[src/rtl/pwrseq_pkg.sv]
package pwrseq_pkg;

  typedef enum logic [2:0] {
    PS_OFF  = 3'd0,
    PS_MEAS = 3'd1,
    PS_REF  = 3'd2,
    PS_CONV = 3'd3,
    PS_ON   = 3'd4
  } seqState_t;

  // control -> datapath strobes
  typedef struct packed {
    logic measClr;
    logic settleClr;
    logic latchRatio;
    logic ratioClr;
  } seqStrobes_t;

  // datapath -> control status
  typedef struct packed {
    logic clocksOk;
    logic measDone;
    logic settleDone;
  } dpStatus_t;

  localparam int N_RATIOS = 5;
  localparam int RATIO_LIST [N_RATIOS] = '{128, 192, 256, 384, 512};
  localparam int MAX_RATIO = 512;

endpackage

[src/rtl/pwrseq_datapath.sv]
module pwrseq_datapath
  import pwrseq_pkg::*;
#(
  parameter int TIMEOUT     = 2048,
  parameter int SYNC_STAGES = 2,
  parameter int TOL         = 16,
  parameter int SETTLE_W    = 8,
  parameter int CNT_W       = $clog2(MAX_RATIO * 4),
  parameter int RATIO_W     = $clog2(MAX_RATIO + 1)
) (
  input  logic                clk,
  input  logic                rstN,
  input  logic                masterClk,
  input  logic                frameClk,
  input  logic [SETTLE_W-1:0] settleCycles,
  input  seqStrobes_t         stb,
  output dpStatus_t           sts,
  output logic [RATIO_W-1:0]  ratio
);

  localparam int TO_W = $clog2(TIMEOUT + 1);
  localparam logic [TO_W-1:0] TO_MAX = TO_W'(TIMEOUT);

  // synchronizers and edge detection, index 0 = master, 1 = frame
  logic [1:0] rawIn;
  logic [1:0] nowLvl;
  logic [1:0] prevLvl;
  logic [1:0] toggled;
  logic [1:0] alive;

  assign rawIn = {frameClk, masterClk};

  for (genvar g = 0; g < 2; g++) begin : g_mon
    logic [SYNC_STAGES-1:0] syncChain;
    logic [TO_W-1:0]        wdCnt;

    always_ff @(posedge clk or negedge rstN) begin
      if (!rstN) begin
        syncChain  <= '0;
        prevLvl[g] <= 1'b0;
      end else begin
        syncChain  <= {syncChain[SYNC_STAGES-2:0], rawIn[g]};
        prevLvl[g] <= syncChain[SYNC_STAGES-1];
      end
    end

    assign nowLvl[g]  = syncChain[SYNC_STAGES-1];
    assign toggled[g] = nowLvl[g] ^ prevLvl[g];

    always_ff @(posedge clk or negedge rstN) begin
      if (!rstN)                wdCnt <= TO_MAX;
      else if (toggled[g])      wdCnt <= '0;
      else if (wdCnt != TO_MAX) wdCnt <= wdCnt + 1'b1;
    end

    assign alive[g] = (wdCnt != TO_MAX);
  end

  logic mRise;
  logic fFall;
  assign mRise = nowLvl[0] & ~prevLvl[0];
  assign fFall = ~nowLvl[1] & prevLvl[1];

  // ratio measurement: master rising edges between frame falling edges
  logic [CNT_W-1:0] measCnt;
  logic             armed;

  always_ff @(posedge clk or negedge rstN) begin
    if (!rstN) begin
      measCnt <= '0;
      armed   <= 1'b0;
    end else if (stb.measClr) begin
      measCnt <= '0;
      armed   <= 1'b0;
    end else if (fFall) begin
      armed   <= 1'b1;
      measCnt <= CNT_W'(mRise);
    end else if (mRise && (measCnt != '1)) begin
      measCnt <= measCnt + 1'b1;
    end
  end

  // round to nearest supported ratio within tolerance
  logic               hit;
  logic [RATIO_W-1:0] rounded;

  always_comb begin
    int c;
    c       = int'(measCnt);
    hit     = 1'b0;
    rounded = '0;
    for (int k = 0; k < N_RATIOS; k++) begin
      if ((c + TOL >= RATIO_LIST[k]) && (c <= RATIO_LIST[k] + TOL)) begin
        hit     = 1'b1;
        rounded = RATIO_W'(RATIO_LIST[k]);
      end
    end
  end

  always_ff @(posedge clk or negedge rstN) begin
    if (!rstN)               ratio <= '0;
    else if (stb.ratioClr)   ratio <= '0;
    else if (stb.latchRatio) ratio <= rounded;
  end

  // reference settle counter
  logic [SETTLE_W-1:0] settleCnt;

  always_ff @(posedge clk or negedge rstN) begin
    if (!rstN)                  settleCnt <= '0;
    else if (stb.settleClr)     settleCnt <= '0;
    else if (settleCnt != '1)   settleCnt <= settleCnt + 1'b1;
  end

  assign sts.clocksOk   = &alive;
  assign sts.measDone   = fFall & armed & hit;
  assign sts.settleDone = (settleCnt == settleCycles);

endmodule

[src/rtl/pwrseq_ctrl.sv]
module pwrseq_ctrl
  import pwrseq_pkg::*;
(
  input  logic        clk,
  input  logic        rstN,
  input  dpStatus_t   sts,
  output seqStrobes_t stb,
  output logic        coreRst,
  output logic        refEn,
  output logic        convEn,
  output logic        rampStart,
  output logic        ready
);

  seqState_t state;
  seqState_t nextState;

  always_comb begin
    nextState = state;
    if (!sts.clocksOk) begin
      nextState = PS_OFF;
    end else begin
      unique case (state)
        PS_OFF:  nextState = PS_MEAS;
        PS_MEAS: if (sts.measDone)   nextState = PS_REF;
        PS_REF:  if (sts.settleDone) nextState = PS_CONV;
        PS_CONV: nextState = PS_ON;
        PS_ON:   nextState = PS_ON;
        default: nextState = PS_OFF;
      endcase
    end
  end

  always_ff @(posedge clk or negedge rstN) begin
    if (!rstN) state <= PS_OFF;
    else       state <= nextState;
  end

  always_comb begin
    stb.measClr    = (state != PS_MEAS);
    stb.settleClr  = (state != PS_REF);
    stb.latchRatio = (state == PS_MEAS) && sts.measDone;
    stb.ratioClr   = !sts.clocksOk || (state == PS_OFF);
  end

  assign refEn     = (state == PS_REF) || (state == PS_CONV) || (state == PS_ON);
  assign convEn    = (state == PS_CONV) || (state == PS_ON);
  assign coreRst   = !convEn;
  assign rampStart = (state == PS_CONV);
  assign ready     = (state == PS_ON);

endmodule

[src/rtl/pwrseq_top.sv]
module pwrseq_top
  import pwrseq_pkg::*;
#(
  parameter int TIMEOUT     = 2048,
  parameter int SYNC_STAGES = 2,
  parameter int TOL         = 16,
  parameter int SETTLE_W    = 8,
  parameter int RATIO_W     = $clog2(MAX_RATIO + 1)
) (
  input  logic                clk,
  input  logic                rstN,
  input  logic                masterClk,
  input  logic                frameClk,
  input  logic [SETTLE_W-1:0] settleCycles,
  output logic                coreRst,
  output logic                refEn,
  output logic                convEn,
  output logic                rampStart,
  output logic                ready,
  output logic [RATIO_W-1:0]  ratio
);

  seqStrobes_t stb;
  dpStatus_t   sts;

  pwrseq_datapath #(
    .TIMEOUT    (TIMEOUT),
    .SYNC_STAGES(SYNC_STAGES),
    .TOL        (TOL),
    .SETTLE_W   (SETTLE_W),
    .RATIO_W    (RATIO_W)
  ) u_dp (
    .clk         (clk),
    .rstN        (rstN),
    .masterClk   (masterClk),
    .frameClk    (frameClk),
    .settleCycles(settleCycles),
    .stb         (stb),
    .sts         (sts),
    .ratio       (ratio)
  );

  pwrseq_ctrl u_ctrl (
    .clk      (clk),
    .rstN     (rstN),
    .sts      (sts),
    .stb      (stb),
    .coreRst  (coreRst),
    .refEn    (refEn),
    .convEn   (convEn),
    .rampStart(rampStart),
    .ready    (ready)
  );

endmodule

[config.mk]
export PLATFORM = sky130hd
export DESIGN_NAME = pwrseq_top
export DESIGN_NICKNAME = d
export VERILOG_FILES = /design/src/rtl/pwrseq_pkg.sv /design/src/rtl/pwrseq_datapath.sv /design/src/rtl/pwrseq_ctrl.sv /design/src/rtl/pwrseq_top.sv
export SDC_FILE = /design/constraint.sdc
export NUM_CORES = 1
export LEC_CHECK = 0
export BUFFER_PORTS_ARGS = -buffer_cell sky130_fd_sc_hd__buf_2
export CAP_MARGIN = 10
export CORE_MARGIN = 2
export CORE_UTILIZATION = 45
export DETAILED_ROUTE_END_ITERATION = 16
export GPL_ROUTABILITY_DRIVEN = 0
export PLACE_DENSITY_LB_ADDON = 0.3
export RECOVER_POWER = 50
export SYNTH_ARGS = -nofsm -noshare
export SYNTH_HDL_FRONTEND = slang
export SYNTH_HIERARCHICAL = 1
export SYNTH_SLANG_ARGS = --single-unit
[constraint.sdc]
create_clock -name clk -period 6.5 [get_ports clk]
set_clock_uncertainty 0.2 [all_clocks]
set_input_delay 1.625 -clock clk [delete_from_list [all_inputs] [get_ports clk]]
set_output_delay 1.625 -clock clk [all_outputs]
set_load 0.005 [all_outputs]
Yosys cells after proc, flatten, opt, wreduce, memory -nomap -nowiden --
Index checks and enable logic that the tools add are counted.
Storage, ports and cells: bits in registers 63, input bits 12, output and inout port bits 15, logic and storage cells 97
Operators by class: add/subtract/negate cells 5, magnitude comparators 10, equality and inequality tests 13, muxes and demuxes 27, bitwise operators 8, reductions and logical operators 23
Operators with widths (number):
- 32-bit by 10-bit >= comparator with 1-bit output (second input constant) | 2
- 32-bit by 9-bit >= comparator with 1-bit output (second input constant) | 2
- 12-bit 2-to-1 mux | 4
- 11-bit 2-to-1 mux | 3
- 32-bit by 11-bit >= comparator with 1-bit output (second input constant) | 1
- 8-bit 2-to-1 mux | 4
- 10-bit 2-to-1 mux | 3
- 12-bit by 1-bit adder with 12-bit output (second input constant) | 2
- 12-bit inequality test (second input constant) | 2
- 11-bit by 8-bit <= comparator with 1-bit output (second input constant) | 2
- 11-bit by 9-bit <= comparator with 1-bit output (second input constant) | 2
- 9-bit 2-to-1 mux | 2
- 11-bit by 5-bit adder with 12-bit output (second input constant) | 1
- 3-bit case mux with 4 select lines | 1
- 11-bit by 1-bit adder with 11-bit output (second input constant) | 1
- 11-bit by 10-bit <= comparator with 1-bit output (second input constant) | 1
- 11-bit inequality test (second input constant) | 1
- 2-bit nonzero test | 5
- 3-bit 2-to-1 mux | 3
- 8-bit by 1-bit adder with 8-bit output (second input constant) | 1
- 8-bit equality test | 1
- 8-bit inequality test (second input constant) | 1
- 1-bit logical AND | 7
- 1-bit 2-to-1 mux | 7
- other kinds (15) | 27

Longest topological paths before layout --
word-level depth 12, mapped depth 11, mapped depth without buffers 11

Modules after synthesis --
The synthesis kept the hierarchy.
Modules (own cells, without submodules):
- pwrseq_datapath | times used 1, cells each 315, area an instance 2995.4 um^2
- pwrseq_ctrl | times used 1, cells each 25, area an instance 210.2 um^2

Worst setup path before layout --
No wires, ideal clock.
kind flip-flop to output port, start register u_ctrl.state[1], end output port coreRst, data arrival time 0.955 ns, data required time 4.675 ns, path slack 3.720 ns, cell stages (with the launch flop) 4, buffers on the path 0, path through dfrtp_1 or3b_4 inv_2 a21oi_1
Between the ends: cells in the longest elaborated chain, start to end 3, elaborated cells between the ends (all ways) 4, those cells by class 2 x eq/ne; 2 x reduce/logical
Ends and longest elaborated chain:
- from (decl) | RTL line pwrseq_ctrl.sv:15 | seqState_t state;
- from (signal assigned) | RTL line pwrseq_ctrl.sv:36 | else state <= nextState;
- 3-bit equality test
- via ready | RTL line pwrseq_top.sv:19 | output logic ready,
- 1-bit logical OR | RTL line pwrseq_ctrl.sv:47 | assign convEn = (state == PS_CONV) || (state == PS_ON);
- 1-bit zero test | RTL line pwrseq_ctrl.sv:48 | assign coreRst = !convEn;
- to (decl) | RTL line pwrseq_top.sv:15 | output logic coreRst,
The timed path passes the listed nets, and every way through them passes these cells.

Final worst setup path --
start register u_ctrl.state[0], end output port coreRst
Between the ends: cells in the longest elaborated chain, start to end 3, elaborated cells between the ends (all ways) 4, those cells by class 2 x eq/ne; 2 x reduce/logical
Ends and longest elaborated chain (RTL line):
- 3-bit by 2-bit equality test with 1-bit output / 3-bit equality test (equally long branches) | pwrseq_ctrl.sv:47
- 1-bit logical OR * | pwrseq_ctrl.sv:47
- 1-bit zero test * | pwrseq_ctrl.sv:48
Mark *: on every way between the ends. The rest lies on a longest branch, timed or not.

==> metrics.md <==
| Metric | Value |
|---|---|
| CP bufs+invs | 2 |
| Total Power | 782.6 uW |
| Arr. time, crit path | 1.47 ns |
| Die area | 7815 um^2 |
| Share of the yosys chip area belonging to registers | 44.57% |
| CP peak stage delay | 0.47 ns |
| R2R cell count | 11 |
| Class of the worst hold path | flop to flop |
| Min Clock Period, post-route | 3.292 ns |
| Placed insts | 446 |
| Initial antenna violation count | 0 |
| Grt met3 use | 5.597% |
| Grt total ovfl | 0 |
| Clock Tree Buf Depth | 2 |
| Fin. Hold Viols | 0 |
| Critical path's slowest cell | dfrtp_1 |
| Largest net degree at the start of global routing | 58 |
| Post-synth EDFFs | 0 |
| Final TNS setup | 0 ns |
| Synth top cells by count | dfrtp_1 (55), nor2_1 (39), xnor2_1 (26) |
| Hold-critical path depth | 0 |
| Die width | 88.40 um |
| I/O pin count | 27 |
| Crit path kind | flop to primary output |
| Crit share post-route | 50.65% |
| CTS sink count | 57 |
| CTS clk-pin slew, worst paths | 0.07 ns |
| Post-CTS Hold Buffers | 0 |
| Largest cells by area after synthesis | dfrtp_1 (43%), xnor2_1 (7.1%), nor2_1 (4.6%) |
| Busiest grt layer | met2 |
| Synth cell types | 53 |
| DRT iter0 DRCs | 96 |
| Critical-path maximum fanout | 11 |
| Starting density of the core | 46.92% |
| DRC violation count after routing | 0 |
| Number of global-route vias before repair | 2,178 |
| First-pass GRT wire length | 9.597 mm |
| LEAKAGE | 0.001626 uW |
| Worst-path cell chain | or3b_4 -> inv_2 -> a21oi_1 -> buf_2 |
| Cell family with most CP delay | flip-flops |
| RSZ-0062 raised after global routing | false |
| Max cap viols | 0 |
| Max Fclk | 303.7 MHz |
| TritonCTS clock tree | yes |
| Most used DFF post-synth | dfrtp_1 |
| Total core area | 6832 um^2 |
| Power density over cell area | 219.6 nW/um^2 |
| Num CTS Buffers | 9 |
| Synth top area share | 42.94% |
| Min-delay src | u_dp/g_mon[1].syncChain[0] |
| Final Instance Count excl. Fillers | 462 |
| Via-to-Cell Ratio | 5.004 |
| Worst-skew pair later-pin latency | 0.33 ns |
| Finish-stage setup viols | 0 |
| CTS root buffer | clkbuf_8 |
| R2r endpoint | u_dp/ratio[7] |
| Worst setup EP type | primary output |
| Routed WL | 5.551 mm |
| Layout cells sized above 1 | 13.39% |
| Synthesized flop and latch total | 57 |
| Hold_ws | 0.1511 ns |
| Grt met2 use | 26.18% |
| H-tree depth | 3 |
| Port buffer count | 20 |
| Rows | 30 |
| Startpoint Class | flop |
| Max-slew headroom | 52.52% |
| Avg WL per Cell | 12.02 um |
| Ys Warns | 6 |
| Measured slew at the worst slew-check pin | 0.7061 ns |
| Top-count cell post-synth | dfrtp_1 |
| CP Data Required Time | 4.68 ns |
| Reg2Reg Launch Point | u_dp/measCnt[5] |
| Vias | 2,312 |
| Outcome | finished, final reports clean |
| R2R setup slack | 3.67 ns |
| Post-cts sizing count | 0 |
| Die height | 88.40 um |
| FILL cells | 663 |
| Met1 Resource Use GR | 19.68% |
| Antenna fix cells | 0 |
| Hold EP | u_dp/g_mon[1].syncChain[1] |
| Synthesized instance count | 340 |
| Antenna-violating nets left | 0 |
| Post-synth ARST share | 100.0% |
| Max rail drop VDD | 0.1625 mV |
| DRT Pass-1 Iters | 4 |
| GRT Util Overall | 15.66% |
| Final Net Count | 384 |
| Synth-to-Final Area Change | 11.20% |
| # Post-CTS Setup Buffers | 0 |
| Max-slew violations | 0 |
| Synth area leader | dfrtp_1 |
| Synth Area per Inst | 9.428 um^2 |
| Detailed Place HPWL | 3.823 mm |
| Post-Syn Area | 3206 um^2 |
-- through the flow --
step	cell area [um^2]	utilization (%)	setup slack, ns
2_1_floorplan	3224	-	3.720
3_3_place_gp	3347	48.99	3.575
3_5_place_dp	3347	48.99	3.548
4_1_cts	3565	52.18	3.182
5_1_grt	3565	52.18	3.098
6_report	3565	52.18	3.208
-- how the worst max path moves through the flow --
stage,slack (ns),cells after the start,to,start
finish,3.21,4,coreRst,u_ctrl/state[0]
global route,3.10,4,coreRst,u_ctrl/state[0]
CTS,3.18,4,coreRst,u_ctrl/state[0]
detailed placement,3.55,4,coreRst,u_ctrl/state[0]
global placement,3.58,4,coreRst,u_ctrl/state[0]
floorplan,3.72,3,coreRst,u_ctrl/state[1]
-- state kept, by name, indices dropped and copies added, names as in the netlist --
signal	count
u_ctrl/state	3
u_dp/armed	1
u_dp/g_mon.syncChain	4
u_dp/g_mon.wdCnt	24
u_dp/measCnt	11
u_dp/prevLvl	2
u_dp/ratio	4
u_dp/settleCnt	8
-- layout make-up --
cell class / count / area (um^2) / share of cell area (%)
multi-input combinational: 258 / 1638 / 45.95
sequential: 57 / 1429 / 40.08
clock buffer: 9 / 123.9 / 3.475
tap: 96 / 120.1 / 3.370
timing repair buffer: 21 / 107.6 / 3.019
clock inverter: 7 / 93.84 / 2.633
inverter: 14 / 52.55 / 1.474
-- worst reg2reg max path, stage by stage (launching register included) --
cell     delay (ns)
dfrtp_1        0.42
inv_1          0.11
ha_1           0.14
nor3b_1        0.25
a21oi_1        0.15
nor2_1         0.18
a32o_1         0.25
nor2_1         0.07
a21oi_1        0.24
and3_1         0.36
nor3b_1        0.23
a22o_1         0.16
-- report_power, final --
part | total (uW) | internal, uW | switching, uW
Combinational | 49.0 | 20.1 | 28.9
Sequential | 374 | 365 | 9.72
Clock | 359 | 215 | 144
-- kinds of logic after synthesis --
family	count (synthesis)	synth area share [%]
AO/OA/AOI/OAI	37	7.338
XOR/XNOR	39	10.66
adder cells (fa/ha/maj)	11	4.293
buffers and inverters	30	4.918
flip-flops	57	44.57
multiplexers	5	1.561
other	1	0.1170
AND/OR/NAND/NOR	160	26.54
-- placed cells by master (no fill, tap or decap), types with 6 or more instances in the layout --
cell      count
dfrtp_1      55
o21ai_0       7
nor3_1        6
clkbuf_8      9
and2_0       19
conb_1        6
nand2_1      24
xnor2_1      26
and3_1       10
inv_1        13
nand2b_1      6
nand3_1      15
ha_1         11
a21oi_1      12
xor2_1       13
buf_2        20
nand4_1      10
nor2_1       39
-- routing by layer --
metal  wire, um  vias up
met2       2671       48
met5          0        -
met4         17        0
met3        242        2
met1       2619     1087
li1           -     1175
No activity file was read; power rests on OpenSTA's default activity.
